[src/rtl/scsi_arb_pkg.sv]
package scsi_arb_pkg;

  typedef enum logic [2:0] {
    ST_IDLE,
    ST_WAIT,
    ST_ARB,
    ST_WON,
    ST_LOST
  } arb_state_t;

  // minimum delay: round the cycle count up
  function automatic int cyc_min(input int ns, input int mhz);
    return (ns * mhz + 999) / 1000;
  endfunction

  // maximum delay: round the cycle count down
  function automatic int cyc_max(input int ns, input int mhz);
    return (ns * mhz) / 1000;
  endfunction

  function automatic int imax(input int a, input int b);
    return (a > b) ? a : b;
  endfunction

endpackage

[src/rtl/arb_cycle_counter.sv]
module arb_cycle_counter #(
  parameter int W = 8
) (
  input  logic         clk,
  input  logic         rst_n,
  input  logic         clr,
  input  logic         en,
  output logic [W-1:0] cnt
);
  always_ff @(posedge clk or negedge rst_n) begin
    if (!rst_n)                cnt <= '0;
    else if (clr)              cnt <= '0;
    else if (en && cnt != '1)  cnt <= cnt + 1'b1;
  end
endmodule

[src/rtl/arb_free_detect.sv]
module arb_free_detect #(
  parameter int W        = 8,
  parameter int FREE_CYC = 13
) (
  input  logic clk,
  input  logic rst_n,
  input  logic active,
  input  logic bsy,
  input  logic sel,
  input  logic brst,
  output logic free_now,
  output logic free_reached
);
  localparam logic [W-1:0] FREE_LAST = W'(FREE_CYC - 1);

  logic [W-1:0] run_cnt;

  assign free_now = !bsy && !sel && !brst;

  // counts consecutive free edges only while the unit waits
  arb_cycle_counter #(.W(W)) u_run (
    .clk  (clk),
    .rst_n(rst_n),
    .clr  (!active || !free_now),
    .en   (1'b1),
    .cnt  (run_cnt)
  );

  assign free_reached = free_now && (run_cnt >= FREE_LAST);
endmodule

[src/rtl/arb_prio_check.sv]
module arb_prio_check #(
  parameter int BUS_W = 8,
  parameter int MY_ID = 3
) (
  input  logic [BUS_W-1:0] db,
  output logic             higher
);
  logic [BUS_W-1:0] hi_bits;

  for (genvar i = 0; i < BUS_W; i++) begin : g_bit
    localparam bit TAKE = (i > MY_ID);
    assign hi_bits[i] = db[i] & TAKE;
  end

  assign higher = |hi_bits;
endmodule

[src/rtl/scsi_arbiter.sv]
module scsi_arbiter
  import scsi_arb_pkg::*;
#(
  parameter int CLK_MHZ   = 125,
  parameter int BUS_W     = 8,
  parameter int MY_ID     = 3,
  parameter int DESKEW_NS = 45,
  parameter int FREE_NS   = 100,
  parameter int ARB_NS    = 1700,
  parameter int SETTLE_NS = 450
) (
  input  logic             clk,
  input  logic             rst_n,
  input  logic             arb_req,
  input  logic             bsy_in,
  input  logic             sel_in,
  input  logic             rst_in,
  input  logic [BUS_W-1:0] db_in,
  output logic             bsy_out,
  output logic             sel_out,
  output logic [BUS_W-1:0] id_out,
  output logic             won,
  output logic             lost,
  output logic             busy
);
  localparam int FREE_CYC = imax(cyc_min(FREE_NS, CLK_MHZ), cyc_min(DESKEW_NS, CLK_MHZ));
  localparam int ARB_CYC  = cyc_min(ARB_NS, CLK_MHZ);
  localparam int HOLD_CYC = cyc_min(2 * SETTLE_NS, CLK_MHZ);
  localparam int CNT_W    = $clog2(imax(FREE_CYC, imax(ARB_CYC, HOLD_CYC)) + 1) + 1;
  localparam logic [CNT_W-1:0] ARB_LAST  = CNT_W'(ARB_CYC - 1);
  localparam logic [CNT_W-1:0] HOLD_LAST = CNT_W'(HOLD_CYC - 1);
  localparam logic [BUS_W-1:0] OWN_MASK  = {{(BUS_W-1){1'b0}}, 1'b1} << MY_ID;

  arb_state_t       state, nxt;
  logic [CNT_W-1:0] arb_cnt, hold_cnt;

  // named internal events
  logic bus_free_now, free_reached, arb_expired, higher_seen, hold_done;

  arb_free_detect #(.W(CNT_W), .FREE_CYC(FREE_CYC)) u_free (
    .clk         (clk),
    .rst_n       (rst_n),
    .active      (state == ST_WAIT),
    .bsy         (bsy_in),
    .sel         (sel_in),
    .brst        (rst_in),
    .free_now    (bus_free_now),
    .free_reached(free_reached)
  );

  arb_cycle_counter #(.W(CNT_W)) u_arb_cnt (
    .clk  (clk),
    .rst_n(rst_n),
    .clr  (state != ST_ARB),
    .en   (1'b1),
    .cnt  (arb_cnt)
  );

  arb_cycle_counter #(.W(CNT_W)) u_hold_cnt (
    .clk  (clk),
    .rst_n(rst_n),
    .clr  (state != ST_WON),
    .en   (1'b1),
    .cnt  (hold_cnt)
  );

  arb_prio_check #(.BUS_W(BUS_W), .MY_ID(MY_ID)) u_prio (
    .db    (db_in),
    .higher(higher_seen)
  );

  assign arb_expired = (state == ST_ARB) && (arb_cnt == ARB_LAST);
  assign hold_done   = (hold_cnt >= HOLD_LAST);

  always_comb begin
    nxt = state;
    unique case (state)
      ST_IDLE: if (arb_req) nxt = ST_WAIT;
      ST_WAIT: begin
        if (!arb_req)          nxt = ST_IDLE;
        else if (free_reached) nxt = ST_ARB;
      end
      ST_ARB: begin
        if (rst_in)           nxt = arb_req ? ST_WAIT : ST_IDLE;
        else if (sel_in)      nxt = ST_LOST;
        else if (arb_expired) nxt = higher_seen ? ST_LOST : ST_WON;
      end
      ST_WON: begin
        if (rst_in)                     nxt = arb_req ? ST_WAIT : ST_IDLE;
        else if (!arb_req && hold_done) nxt = ST_IDLE;
      end
      ST_LOST: nxt = arb_req ? ST_WAIT : ST_IDLE;
      default: nxt = ST_IDLE;
    endcase
  end

  always_ff @(posedge clk or negedge rst_n) begin
    if (!rst_n) state <= ST_IDLE;
    else        state <= nxt;
  end

  assign bsy_out = (state == ST_ARB) || (state == ST_WON);
  assign sel_out = (state == ST_WON);
  assign id_out  = bsy_out ? OWN_MASK : '0;
  assign won     = (state == ST_WON);
  assign lost    = (state == ST_LOST);
  assign busy    = (state != ST_IDLE);

  AST_DRIVE_AFTER_FREE: assert property (@(posedge clk) disable iff (!rst_n)
    $rose(bsy_out) |-> $past(!bsy_in && !sel_in && !rst_in));
  AST_SEL_ON_JUDGE: assert property (@(posedge clk) disable iff (!rst_n)
    $rose(sel_out) |-> $past(arb_expired && !higher_seen));
  AST_WIN_KEEPS_ID: assert property (@(posedge clk) disable iff (!rst_n)
    $rose(won) |-> (bsy_out && id_out == OWN_MASK));
  AST_HOLD_STEADY: assert property (@(posedge clk) disable iff (!rst_n)
    (state == ST_WON && !hold_done && !rst_in) |=>
      ($stable(bsy_out) && $stable(sel_out) && $stable(id_out)));
  AST_YIELD_TO_SEL: assert property (@(posedge clk) disable iff (!rst_n)
    (state == ST_ARB && sel_in && !rst_in) |=> (!bsy_out && lost));
  AST_HIGHER_LOSES: assert property (@(posedge clk) disable iff (!rst_n)
    (arb_expired && higher_seen && !sel_in && !rst_in) |=> (lost && id_out == '0));
  AST_BUS_RESET_RELEASE: assert property (@(posedge clk) disable iff (!rst_n)
    rst_in |=> (!bsy_out && !sel_out && id_out == '0 && !lost));
  AST_ONE_FLAG: assert property (@(posedge clk) disable iff (!rst_n)
    $onehot0({won, lost}));

endmodule

[config.mk]
export PLATFORM = sky130hd
export DESIGN_NAME = scsi_arbiter
export DESIGN_NICKNAME = d
export VERILOG_FILES = /design/src/rtl/scsi_arb_pkg.sv /design/src/rtl/arb_cycle_counter.sv /design/src/rtl/arb_free_detect.sv /design/src/rtl/arb_prio_check.sv /design/src/rtl/scsi_arbiter.sv
export SDC_FILE = /design/constraint.sdc
export NUM_CORES = 1
export LEC_CHECK = 0
export ABC_AREA = 1
export BUFFER_PORTS_ARGS = -buffer_cell sky130_fd_sc_hd__buf_2
export CAP_MARGIN = 25
export CORE_AREA = 5 5 65 67
export CTS_CLUSTER_DIAMETER = 150
export DETAILED_ROUTE_END_ITERATION = 8
export DIE_AREA = 0 0 70 72
export PLACE_DENSITY = 0.76
export SLEW_MARGIN = 40
export SYNTH_ARGS = -nofsm -noshare
export SYNTH_HDL_FRONTEND = slang
export SYNTH_SLANG_ARGS = --single-unit
[constraint.sdc]
create_clock -name clk -period 2 [get_ports clk]
set_clock_uncertainty 0.1 [all_clocks]
set_input_delay 0.4 -clock clk [delete_from_list [all_inputs] [get_ports clk]]
set_output_delay 0.4 -clock clk [all_outputs]
set_load 0.02 [all_outputs]
[Word-level counts from Yosys, hierarchy flattened]
Index checks and enable logic that the tools add are counted.
Word-level totals
  flip-flop bits (word level): 30
  input bits: 14
  output and inout bits: 13
Cells by class
  add/sub/neg operators: 3
  $lt $le $gt $ge: 2
  equality and inequality tests: 14
  multiplexer cells: 18
  reduce and logical (&&, ||, !) cells: 20
Operators with widths (count)
  9-bit 2-to-1 mux: 6
  9-bit by 1-bit adder with 9-bit output (second input constant): 3
  3-bit 2-to-1 mux: 9
  9-bit inequality test (second input constant): 3
  3-bit one-hot mux with 5 select lines: 1
  9-bit by 8-bit equality test with 1-bit output (second input constant): 1
  9-bit by 4-bit greater-or-equal comparator with 1-bit output (second input constant): 1
  9-bit by 7-bit greater-or-equal comparator with 1-bit output (second input constant): 1
  3-bit by 2-bit inequality test with 1-bit output (second input constant): 3
  3-bit by 2-bit equality test with 1-bit output (second input constant): 2
  1-bit logical NOT: 6
  2-bit nonzero test: 3
  1-bit logical AND: 5
  4-bit 2-to-1 mux: 1
  4-bit inequality test (second input constant): 1
  4-bit AND reduction: 1
  4-bit OR reduction: 1
  3-bit by 1-bit equality test with 1-bit output (second input constant): 1
  3-bit equality test (second input constant): 1
  3-bit logical NOT: 1
  3-bit inequality test (second input constant): 1
  3-bit nonzero test: 1
  1-bit logical OR: 2
  2-bit inequality test (second input constant): 1
  1-bit 2-to-1 mux: 1

[Depth between registers and ports, before layout]
Gate-level depths: netlist of the first run.
  word-level depth: 7
  gate-level depth with buffers: 13

[Hierarchy]
Synthesis of the first run repeated with hierarchy kept, for this count alone.
Second synthesis, totals
  cells, all modules: 284
  area total of the unflattened synthesis: 2018.2 um^2
Modules (own cells, without submodules)
  arb_cycle_counter: instances 3, cells an instance 60, area an instance 489.2 um^2
  scsi_arbiter: instances 1, cells an instance 86, area an instance 471.7 um^2
  arb_free_detect: instances 1, cells an instance 15, area an instance 67.6 um^2
  arb_prio_check: instances 1, cells an instance 3, area an instance 11.3 um^2

[Worst setup path after synthesis of the first run]
OpenSTA, ideal clock, no wires.
  kind: reg-to-reg
  start point: register u_free.u_run.cnt[1]
  end point: register u_free.u_run.cnt[2]
  arrival time: 1.555 ns
  required time: 1.782 ns
  path slack: 0.227 ns
  cell stages (with the launch flop): 11
  path buffers: 0
  period minus slack after synthesis: 1.773 ns
  cell sequence: dfrtp_1 -> ha_1 -> inv_1 -> nor2_1 -> nand4_1 -> nor2_1 -> ha_1 -> inv_1 -> nand2_1 -> xor2_1 -> nor2_1
Between the ends
  longest elaborated chain between the ends: 3
  elaborated cells on any way between the ends: 5
Ends and longest elaborated chain
  from (decl): line arb_cycle_counter.sv:8  | output logic [W-1:0] cnt
  from (signal assigned): line arb_cycle_counter.sv:13  | else if (en && cnt != '1) cnt <= cnt + 1'b1;
  9-bit by 1-bit adder with 9-bit output: line arb_cycle_counter.sv:13
  9-bit 2-to-1 mux: line arb_cycle_counter.sv:13
  9-bit 2-to-1 mux: line arb_cycle_counter.sv:12  | else if (clr) cnt <= '0;
Several ways; a longest one is shown, not always the timed one. The select of a mux whose other input is x is not followed.
A chain may end at the register's enable or synchronous reset.

[Worst setup path in the final report of the first run]
  start point: register state[0]
  end point: output port sel_out
Between the ends
  longest elaborated chain between the ends: 1
Ends and longest elaborated chain
  from (decl): line scsi_arbiter.sv:34  | arb_state_t state, nxt;
  from (signal assigned): line scsi_arbiter.sv:99  | else state <= nxt;
  3-bit by 2-bit equality test with 1-bit output: line scsi_arbiter.sv:103  | assign sel_out = (state == ST_WON);
  to (decl): line scsi_arbiter.sv:20  | output logic sel_out,
No other way between the ends.

==> qor.yml, run 1 <==
status: "finished, violations left"
violations: "negative hold slack"
cts_sinks: 30
max_slew.worst_pin.slew_ns: 0.674
arrival_ns: 1.35
diodes: 0
root_buffer: "clkbuf_4"
vias_per_cell: 4.90
yosysTopAreaCellShare_pct: 38.9
clock_path_buffers: 2
ioPinCount: 27
max_freq_mhz: 542
hold_class: "primary input to async pin"
synth_top_flop_cell: "dfrtp_1"
wl_per_cell_um: 10.9
cp-start-kind: "flop"
timing.hold.ws_ns: -0.0172
grt_pass1_vias: 1543
post-route-period-util_pct: 92.3
grt_usage_pct: 16.4
power_density_mw_per_mm2: 701
p_leak_uw: 0.00102
syn_area_per_cell_sq_um: 7.39
via_count: 1627
drive_gt1_share_pct: 16.9
dieArea_sq_mm: 0.00504
gp_congestion: 0.830
cts_max_level: 2
final_common_cell: "nand2_1"
irDropWorstVdd_mv: 0.444
preCtsSetupSlack_ns: 0.0979
port_buffers: 15
layout_common_cells: "nand2_1, inv_1, nor2_1, dfrtp_1, nand3_1"
async_flop_share_pct: 100
hold_viol_final: 11
drv_slew: 0
min_period_ns: 1.85
die_w_um: 70
firstDrtPassIters: 4
yosysTopAreaCell: "dfrtp_1"
area_growth_pct: 9.93
ys_types: 26
clk_pin_slew_ns: 0.10
nets: 306
cts_buffers: 5
synthTopCellsByArea: "dfrtp_1, nand2_1, inv_1"
yosys_warnings: 0
syn_area_sq_mm: 0.00193
fin_ws_ns: 0.154
hpwl_mm: 2.79
path_max_fanout: 6
grt_max_degree: 31
cap_violations: 0
cts_tree: "yes"
timing.setup.critical_path_class: "flop to output pin"
start_util_pct: 53.9
wirelength_mm: 3.62
netlist_instances: 261
synth_edf_count: 0
slew_headroom_pct: 55.1
fp-row-count: 22
die_y_um: 72
insertion_delay_ns: 0.34
crit_path_end_kind: "output pin"
ys_seq_area_share_pct: 38.9
ctsHoldBuffers: 0
grt-ovfl-total: 0
ant_nets: 0
core_sq_mm: 0.00358
antenna_found_initial: 0
fill_cells: 372
drc: 0
setup_violations: 0
cp.required_ns: 1.50
drt_iter0_markers: 70
synth-seq-cells: 30
grt_pass1_wl_mm: 6.64
tns_ns: 0
==> power breakdown <==
group	leakage [uW]	total (uW)	switching (uW)	internal (uW)
Combinational	0.000570	414	280	134
Sequential	0.000416	688	46.3	641
Clock	0.0000353	384	214	170
==> worst max-delay path, cell delays in order, from the launching register on <==
cell     delay (ns)
dfrtp_1        0.51
nand2_1        0.12
nor2_1         0.19
buf_2          0.20
==> cells in the mapped netlist (2+ instances only) <==
cell	number
nand3_2	3
a21oi_1	12
nor3_1	10
xor2_1	2
buf_4	10
nor2_4	2
nand3b_1	2
nand2_1	50
nor2_1	33
nand4_1	2
o21ai_0	16
inv_1	39
nand2_4	2
nor3_2	3
nand2_2	4
a31oi_1	2
dfrtp_1	30
ha_1	9
nand3_1	22
inv_2	2
==> logic make-up after synthesis <==
family / share of synthesized area, %
and+or+nand+nor: 33.3
buffers and inverters: 11.9
AOI/OAI and AO/OA: 8.96
DFF: 38.9
adders and majority gates: 5.84
xor gates and xnor gates: 0.909
other: 0.194
==> flip-flops by register name, summed over array words and instances (netlist names) <==
register          flops
state                 3
u_arb_cnt.cnt         9
u_free.u_run.cnt      9
u_hold_cnt.cnt        9
==> timing repair <==
item | 4_1_cts | 5_1_grt
buffers inserted | 0 | 1
endpoints found under the setup margin | 0 | 7
gates resized for setup | 0 | 6
endpoints found under the hold margin | 0 | 0
==> layer usage <==
metal / GRT usage, % / vias to the layer above / part of all wire (%) / wire length, um
met5: 0 / - / 0 / 0
met4: 6.38 / 0 / 1.9 / 68
met3: 4.99 / 6 / 5.9 / 213
met2: 25.4 / 35 / 42 / 1530
met1: 21.6 / 719 / 50 / 1810
li1: - / 867 / - / -
==> final cells by class <==
cell class | count | area (sq um) | share of cell area (%)
multi-input cells | 186 | 990 | 46.7
flip-flops and latches | 30 | 751 | 35.4
inverters | 41 | 154 | 7.26
repair buffers | 19 | 105 | 4.96
well taps | 48 | 60.1 | 2.83
clock buffers | 7 | 55.1 | 2.60
clock inverters | 1 | 5.00 | 0.236
==> metrics by stage <==
stage / area (sq um) / cells / total power [uW] / hold slack (ns) / util, %
after global routing: 2120 / 332 / 1600 / 0.0311 / 59.2
after global placement: 2030 / 323 / 1110 / 0.348 / 56.8
final: 2120 / 332 / 1490 / -0.0172 / 59.2
after CTS: 2090 / 331 / 1500 / 0.00434 / 58.5
after floorplan: 1950 / 267 / 1030 / 0.00441 / -
after detailed placement: 2030 / 323 / 1110 / 0.357 / 56.8
==> worst paths after layout <==
| path | startpoint | end | slack [ns] | cells past startpoint |
|---|---|---|---|---|
| setup / recovery | state[0]$_DFFE_PN0P_ | sel_out | 0.15 | 3 |
| hold / removal | rst_n | u_hold_cnt.cnt[3]$_DFFE_PN0P_ | -0.02 | 1 |
| setup reg to reg | u_hold_cnt.cnt[1]$_DFFE_PN0P_ | u_hold_cnt.cnt[6]$_DFFE_PN0P_ | 0.17 | 11 |
| hold reg to reg | u_hold_cnt.cnt[6]$_DFFE_PN0P_ | u_hold_cnt.cnt[6]$_DFFE_PN0P_ | 0.37 | 1 |
| max in group asynchronous | rst_n | u_arb_cnt.cnt[2]$_DFFE_PN0P_ | 1.36 | 1 |
| min in group clk | rst_in | state[1]$_DFFE_PN0P_ | 0.34 | 4 |
(Power assumes the default switching activity.)
==> run 2, diff against run 1 <==
--- a/config.mk
+++ b/config.mk
@@ -8,11 +8,10 @@
 export ABC_AREA = 1
 export BUFFER_PORTS_ARGS = -buffer_cell sky130_fd_sc_hd__buf_2
 export CAP_MARGIN = 25
-export CORE_AREA = 5 5 65 67
+export CORE_AREA = 5 5 81 83
 export CTS_CLUSTER_DIAMETER = 150
 export DETAILED_ROUTE_END_ITERATION = 8
-export DIE_AREA = 0 0 70 72
-export PLACE_DENSITY = 0.76
+export DIE_AREA = 0 0 86 88
 export SLEW_MARGIN = 40
 export SYNTH_ARGS = -nofsm -noshare
 export SYNTH_HDL_FRONTEND = slang
==> qor.yml, run 2 (synthesized netlist as in run 1, its figures left out) <==
path_max_fanout: 7  # was 6
gp_congestion: 0.769  # was 0.830
wl_met1_mm: 1.96  # was 1.81 mm
worst_path_max_delay_cell: "dfrtp_1"  # unchanged
setup_violations: 0  # unchanged
ioPinCount: 27  # unchanged
regArea_sq_um: 751  # unchanged
grt_max_degree: 31  # unchanged
ctsHoldBuffers: 0  # unchanged
insertion_delay_ns: 0.28  # was 0.34 ns
port_buffers: 15  # unchanged
clk_pin_slew_ns: 0.07  # was 0.10 ns
core_sq_mm: 0.00578  # was 0.00358 sq mm
drive_gt1_share_pct: 16.3  # was 16.9%
status: "finished clean"  # was finished, violations left
max_freq_mhz: 552  # was 542 MHz
final_common_cell: "nand2_1"  # unchanged
max_slew.worst_pin.slew_ns: 0.687  # was 0.674 ns
antenna_found_initial: 0  # unchanged
grt_pass1_vias: 1480  # was 1,543
cp.required_ns: 2.07  # was 1.50 ns
cp_top_family: "simple AND/OR/NAND/NOR gates"  # was flip-flops
die_y_um: 88  # was 72 um
min_period_ns: 1.81  # was 1.85 ns
route.met3.wl_um: 161  # was 213 um
ant_nets: 0  # unchanged
postLayoutCoreUtil_pct: 37.4  # was 59.2%
root_buffer: "clkbuf_8"  # was clkbuf_4
crit_top_cell: "nor2_1"
hpwl_mm: 2.88  # was 2.79 mm
nets: 305  # was 306
hold_class: "primary input to async pin"  # unchanged
grt_pass1_wl_mm: 6.71  # was 6.64 mm
drc: 0  # unchanged
dieArea_sq_mm: 0.00757  # was 0.00504 sq mm
rsz0062_at_grt: "yes"
grt_usage_pct: 11.3  # was 16.4%
cap_violations: 0  # unchanged
slowest_delay_ns: 0.35  # was 0.51 ns
cp-start-kind: "flop"  # unchanged
timing.hold.ws_ns: 0.0606  # was -0.0172 ns
start_util_pct: 33.4  # was 53.9%
via_count: 1637  # was 1,627
post-route-period-util_pct: 90.5  # was 92.3%
cts_tree: "yes"  # unchanged
cts_max_level: 2  # unchanged
grt-ovfl-total: 0  # unchanged
slew_headroom_pct: 54.2  # was 55.1%
drt_iter0_markers: 111  # was 70
irDropWorstVdd_mv: 0.245  # was 0.444 mV
fp-row-count: 28  # was 22
wl_per_cell_um: 10.7  # was 10.9 um
timing.setup.critical_path_class: "flop to flop"  # was flop to output pin
wirelength_mm: 3.83  # was 3.62 mm
crit_buf_inv: 1  # unchanged
drv_slew: 0  # unchanged
fill_cells: 624  # was 372
arrival_ns: 1.88  # was 1.35 ns
firstDrtPassIters: 5  # was 4
multiInputGateArea_sq_um: 990  # unchanged
power_density_mw_per_mm2: 722  # was 701 mW/mm^2
hold_viol_final: 0  # was 11
cts_sinks: 30  # unchanged
cts_buffers: 5  # unchanged
p_leak_uw: 0.00102  # about the same
layout_common_cells: "nand2_1, inv_1, nor2_1, dfrtp_1, nand3_1"  # unchanged
area_growth_pct: 12.3  # was 9.93%
crit_path_end_kind: "flop"  # was output pin
routed-wl-met2_mm: 1.63  # was 1.53 mm
highest_layer: "met4"  # unchanged
crit_chain: "ha_1, inv_1, nor3_4, nand3_1, nor2_1, ha_2, nand2_4, nand2_2, o21ai_0, nand2_1, nor2_1"  # was nand2_1, nor2_1, buf_2
clock_path_buffers: 2  # unchanged
reg_top3: "u_arb_cnt.cnt x9, u_free.u_run.cnt x9, u_hold_cnt.cnt x9"  # unchanged
vias_per_cell: 4.59  # was 4.90
die_w_um: 86  # was 70 um
diodes: 0  # unchanged
run 2: cell count changes in the layout (fill, tap and decap cells not counted):
cell / change
clkbuf_8: +4
clkinv_2: +1
inv_1: +1
clkbuf_4: -5
clkbuf_1: -1
inv_2: -1
buf_4: -1
run 2: power breakdown:
part           leakage [uW]  switching [uW]  internal, uW
combinational      0.000564             283           133
sequential         0.000416            45.9           642
clock             0.0000438             226           233
run 2: routing by layer:
metal	vias to the layer above	global-route usage, %
met5	-	0
met4	0	5.18
met3	6	3.20
met2	27	16.9
met1	742	15.1
li1	862	-
run 2: path summary, 6_finish.rpt:
check	start	endpoint	slack, ns	cells past startpoint
max reg2reg	u_arb_cnt.cnt[1]$_DFFE_PN0P_	u_arb_cnt.cnt[5]$_DFFE_PN0P_	0.19	11
max	u_arb_cnt.cnt[1]$_DFFE_PN0P_	u_arb_cnt.cnt[5]$_DFFE_PN0P_	0.19	11
max in group asynchronous	rst_n	state[2]$_DFFE_PN0P_	1.30	1
min in group clk	u_hold_cnt.cnt[6]$_DFFE_PN0P_	u_hold_cnt.cnt[6]$_DFFE_PN0P_	0.36	1
min	rst_n	u_free.u_run.cnt[6]$_DFFE_PN0P_	0.06	1
min reg2reg	u_hold_cnt.cnt[6]$_DFFE_PN0P_	u_hold_cnt.cnt[6]$_DFFE_PN0P_	0.36	1
run 2: through the flow:
stage	setup TNS, ns	instances	worst slack, ns	total power (uW)	area [sq um]
after global placement	0	350	0.152	1120	2070
after floorplan	0	267	0.227	1030	1950
after global routing	-0.0111	357	-0.0111	1670	2160
after detailed placement	0	350	0.139	1120	2070
final	0	357	0.190	1560	2160
after CTS	0	357	0.118	1590	2150
run 2: timing repair:
action | CTS | global route
buffers inserted | 0 | 0
resized for setup | 0 | 5
endpoints found under the setup margin | 0 | 11
run 2: cell type report:
cell class | instances | share of cell area (%)
Clock buffer | 5 | 3.18
Clock inverter | 2 | 0.462
Inverter | 41 | 7.11
Multi-Input combinational cell | 186 | 45.7
Sequential cell | 30 | 34.7
Tap cell | 75 | 4.34
Timing Repair Buffer | 18 | 4.51
run 2: worst reg2reg max path: stages, from the launching register on:
cell	delay, ns
dfrtp_1	0.35
ha_1	0.16
inv_1	0.08
nor3_4	0.17
nand3_1	0.09
nor2_1	0.13
ha_2	0.23
nand2_4	0.09
nand2_2	0.11
o21ai_0	0.09
nand2_1	0.07
nor2_1	0.04
